**src/rtl/pclk_idle_pkg.sv**
```systemverilog
package pclk_idle_pkg;

    typedef enum logic [1:0] {
        ST_RUN   = 2'd0,
        ST_DRAIN = 2'd1,
        ST_IDLE  = 2'd2
    } idle_state_e;

    typedef struct packed {
        logic fast;
        logic norm;
    } wake_t;

    typedef struct packed {
        logic stop;
        logic done;
    } core_evt_t;

    function automatic logic wake_any(input wake_t w);
        return w.fast | w.norm;
    endfunction

    function automatic idle_state_e idle_next(input idle_state_e cur,
                                              input wake_t       w,
                                              input core_evt_t   ev);
        idle_state_e nxt;
        nxt = cur;
        case (cur)
            ST_RUN:   if (ev.stop && !wake_any(w)) nxt = ST_DRAIN;
            ST_DRAIN: if (wake_any(w))             nxt = ST_RUN;
                      else if (ev.done)            nxt = ST_IDLE;
            ST_IDLE:  if (wake_any(w))             nxt = ST_RUN;
            default:                               nxt = ST_RUN;
        endcase
        return nxt;
    endfunction

endpackage

```
**src/rtl/pclk_wake_detect.sv**
```systemverilog
module pclk_wake_detect
    import pclk_idle_pkg::*;
#(
    parameter int N_IRQ = 8
) (
    input  logic [N_IRQ-1:0] irq_req,
    input  logic [N_IRQ-1:0] fast_en,
    input  logic [N_IRQ-1:0] norm_en,
    output wake_t            wake
);
    logic [N_IRQ-1:0] fast_hit;
    logic [N_IRQ-1:0] norm_hit;

    for (genvar i = 0; i < N_IRQ; i++) begin : g_src
        assign fast_hit[i] = irq_req[i] & fast_en[i];
        assign norm_hit[i] = irq_req[i] & norm_en[i];
    end

    assign wake.fast = |fast_hit;
    assign wake.norm = |norm_hit;

    // a request with no enable bit set cannot raise a wake
    always_comb begin
        if ((irq_req & (fast_en | norm_en)) == '0)
            p_masked_silent_r5: assert (!wake_any(wake));
    end
endmodule

```
**src/rtl/pclk_idle_fsm.sv**
```systemverilog
module pclk_idle_fsm
    import pclk_idle_pkg::*;
(
    input  logic      clk,
    input  logic      rst,
    input  wake_t     wake,
    input  core_evt_t ev,
    output logic      pclk_en,
    output logic      pclk_off
);
    idle_state_e state_q, state_d;

    always_comb state_d = idle_next(state_q, wake, ev);

    always_ff @(posedge clk) begin
        if (rst) begin
            state_q  <= ST_RUN;
            pclk_en  <= 1'b1;
            pclk_off <= 1'b0;
        end else begin
            state_q  <= state_d;
            pclk_en  <= (state_d != ST_IDLE);
            pclk_off <= (state_d == ST_IDLE);
        end
    end

    // reset forces the clock on
    p_reset_on_r1: assert property (@(posedge clk) rst |=> pclk_en);

    // the clock only falls right after a retire handshake
    p_fall_on_done_r3: assert property (@(posedge clk) disable iff (rst)
        $fell(pclk_en) |-> $past(ev.done));

    // draining keeps the clock running
    p_drain_runs_r2: assert property (@(posedge clk) disable iff (rst)
        (state_q == ST_DRAIN) |-> pclk_en);

    // any enabled wake leaves the clock on after the edge
    p_wake_on_r4: assert property (@(posedge clk) disable iff (rst)
        wake_any(wake) |=> pclk_en);

    // idle without a wake stays idle
    p_idle_hold_r5: assert property (@(posedge clk) disable iff (rst)
        (state_q == ST_IDLE && !wake_any(wake)) |=> !pclk_en);

    // status tracks the real gate
    p_status_r10: assert property (@(posedge clk) disable iff (rst)
        pclk_off != pclk_en);
endmodule

```
**src/rtl/pclk_idle_ctrl.sv**
```systemverilog
module pclk_idle_ctrl
    import pclk_idle_pkg::*;
#(
    parameter int N_IRQ = 8
) (
    input  logic             clk,
    input  logic             rst,
    input  logic             stop_wr,
    input  logic             insn_done,
    input  logic [N_IRQ-1:0] irq_req,
    input  logic [N_IRQ-1:0] fast_en,
    input  logic [N_IRQ-1:0] norm_en,
    output logic             pclk_en,
    output logic             pclk_off,
    output logic             bus_clk_en
);
    wake_t     wake;
    core_evt_t ev;

    assign ev.stop = stop_wr;
    assign ev.done = insn_done;

    pclk_wake_detect #(.N_IRQ(N_IRQ)) u_wake (
        .irq_req (irq_req),
        .fast_en (fast_en),
        .norm_en (norm_en),
        .wake    (wake)
    );

    pclk_idle_fsm u_fsm (
        .clk      (clk),
        .rst      (rst),
        .wake     (wake),
        .ev       (ev),
        .pclk_en  (pclk_en),
        .pclk_off (pclk_off)
    );

    // other bus masters never lose their clock
    assign bus_clk_en = 1'b1;

    // a stop that meets a wake while the clock runs leaves it running
    p_stop_wake_r7: assert property (@(posedge clk) disable iff (rst)
        (pclk_en && stop_wr && wake_any(wake)) |=> pclk_en);
endmodule

```
**config.mk**
```make
export PLATFORM = sky130hd
export DESIGN_NAME = pclk_idle_ctrl
export DESIGN_NICKNAME = d
export VERILOG_FILES = /design/src/rtl/pclk_idle_pkg.sv /design/src/rtl/pclk_wake_detect.sv /design/src/rtl/pclk_idle_fsm.sv /design/src/rtl/pclk_idle_ctrl.sv
export SDC_FILE = /design/constraint.sdc
export NUM_CORES = 1
export LEC_CHECK = 0
export ABC_CLOCK_PERIOD_IN_PS = 1300
export BUFFER_PORTS_ARGS = -buffer_cell sky130_fd_sc_hd__buf_2
export CAP_MARGIN = 20
export CORE_AREA = 2 2 39 41
export DETAILED_ROUTE_END_ITERATION = 10
export DIE_AREA = 0 0 41 43
export PLACE_DENSITY_LB_ADDON = 0.1
export SLEW_MARGIN = 20
export SYNTH_ARGS = -nofsm -noshare
export SYNTH_HDL_FRONTEND = slang
export SYNTH_SLANG_ARGS = --single-unit
```
**constraint.sdc**
```tcl
create_clock -name clk -period 1.3 [get_ports clk]
set_input_delay 0.065 -clock clk [delete_from_list [all_inputs] [get_ports clk]]
set_output_delay 0.065 -clock clk [all_outputs]
set_load 0.01 [all_outputs]
```
==> impl_metrics.toml <==
[status]
status = "finished clean"

[sta]
min_period_ns = 1.25
rsz0062_at_grt = "no"
fin_ws_ns = 0.0534
fmax_mhz = 802
whs_ns = 0.166
skew_ns = 0.000950
finalSetupViolCount = 0
drv_slew = 0
hold_violations = 0
tns_ns = 0
min_period_over_period_pct = 95.9

[worst_setup_path]
worstPathArrival_ns = 1.35
end_kind = "flop"
start_kind = "flop"
critPathKind = "flop to flop"
required_ns = 1.40
path_max_fanout = 4

[grt]
grt_overflow = 0
grt_max_degree = 5
grt_use_total_pct = 6.41
first_global_vias = 225
antenna_found_initial = 0
grt_pass1_wl_um = 710

[floorplan]
fp.dieW_um = 41
die_height_um = 43
start_util_pct = 15.3
ioPinCount = 31
core_area_sq_um = 1380
rows = 14
dieArea_sq_um = 1760

[drt]
first_pass_iters = 1
drt_wl_total_um = 552
antenna_left = 0
num_vias = 287
post_drt_wl_per_cell_um = 7.46
drc_errors = 0
vias_per_cell = 3.88
drtIter0Drc = 0

[clock_network]
clkSinkCount = 4
path_clk_slew_ns = 0.04
cts_tree = "done"
cts_setup_buffers = 0
cts_buffer_depth = 2
cts-root-buf = "clkbuf_4"
clkLatencyLatePin_ns = 0.23
h-tree-depth = 1
cts_buffers = 3

[yosys]
synth_warnings = 0
yosysSeqAreaShare_pct = 37.9
synth_cells = 26
syn-num-nets = 54
syn_area_per_cell_sq_um = 8.13
synthDistinctLibCells = 14
netlist_area_sq_um = 211
ys_ff_latch = 4

[power_and_ir_drop]
power_mw = 0.331
p_leak_nw = 0.198
power_density_nw_per_um2 = 819
share_seq_of_total_power_pct = 37.4
p_int_mw = 0.264
switchingPower_mw = 0.0667
power_frac_clock_pct = 45.0
p_comb_share_pct = 17.5
swShare_pct = 20.2
vdd_drop_max_v = 0.000174

[job]
drv_cap = 0

[cells_and_area]
utilization_pct = 29.2
layout_commonest_cell = "buf_2"
n_fill_cell = 155
final_cell_area_sq_um = 404
seq_area_sq_um = 81.3
nNetsFinal = 88
drive_above_1_share_pct = 60.3
synthToLayoutAreaGrowth_pct = 91.1
diodes = 0
mostFrequentLayoutCells = "buf_2, o21ai_0, clkbuf_4, dfxtp_1"
instances_no_fill = 74
multiInputGateArea_sq_um = 128

[placed_design]
dp_hpwl_um = 496
place_ws_ns = 0.0262
place_inst = 71
place_congestion = 0.635
placed_cell_area_sq_um = 377
port_buffers = 29

[worst_hold_path]
hp-class = "primary input to flop"
-- worst max-delay path, stage by stage, from the launching register on --
cell     delay [ns]
dfxtp_2        0.33
nand2_1        0.05
mux2_4         0.27
or4_1          0.46
-- path summary, 6_finish.rpt --
check	start	to	slack, ns	cells after the start
hold reg to reg	u_fsm.state_q[1]	u_fsm.state_q[0]	0.56	2
setup / recovery	u_fsm.state_q[0]	u_fsm.pclk_en	0.05	3
hold / removal	rst	u_fsm.state_q[0]	0.17	3
setup reg to reg	u_fsm.state_q[0]	u_fsm.pclk_en	0.05	3
-- sequential cells by signal (all words and copies together), names as in the netlist --
signal and count:
u_fsm.state_q 2, u_fsm.pclk_en 1, u_fsm.pclk_off 1
-- metal layers --
metal | global-route usage (%) | share of wire [%] | vias to the layer above
met5 | 0 | 0 | -
met4 | 10.0 | 0 | 0
met3 | 0 | 8.2 | 0
met2 | 10.3 | 52 | 13
met1 | 5.11 | 40 | 113
li1 | - | - | 161
-- timing repair --
item,4_1_cts,5_1_grt
setup endpoints to repair,0,1
hold buffers,0,0
gates resized for setup,0,2
-- cells in the mapped netlist, drive strengths merged --
| master | instances | area (sq um) |
|---|---|---|
| nand2b | 2 | 12.5 |
| nor4 | 2 | 12.5 |
| dfxtp | 4 | 80.1 |
| o21ai | 8 | 40.0 |
| buf | 1 | 7.51 |
| nand2 | 1 | 3.75 |
| nand4 | 1 | 6.26 |
| nor4b | 1 | 8.76 |
| conb | 1 | 3.75 |
| a21oi | 1 | 5.00 |
| or2b | 1 | 7.51 |
| nand3 | 1 | 5.00 |
| mux2 | 1 | 11.3 |
| or4 | 1 | 7.51 |
-- cell type report --
class,count,share of cell area [%]
multi-input cells,21,31.6
well taps,16,4.95
flip-flops and latches,4,20.1
repair buffers,30,37.8
clock buffers,3,5.57
-- logic make-up after synthesis --
kind of cell	count (synthesis)	synth area share, %
AO/OA/AOI/OAI	9	21.3
buffers and inverters	1	3.55
flip-flops	4	37.9
multiplexers	1	5.33
other	1	1.77
AND/OR/NAND/NOR	10	30.2
-- power by group through the flow --
stage	clock network (mW)	logic (mW)	registers [mW]
after floorplan	0	0.0195	0.126
after global placement	0	0.0590	0.126
after detailed placement	0	0.0591	0.126
after CTS	0.159	0.0591	0.124
after global routing	0.166	0.0662	0.124
final	0.149	0.0581	0.124
Power figures use the tool's default switching activity.
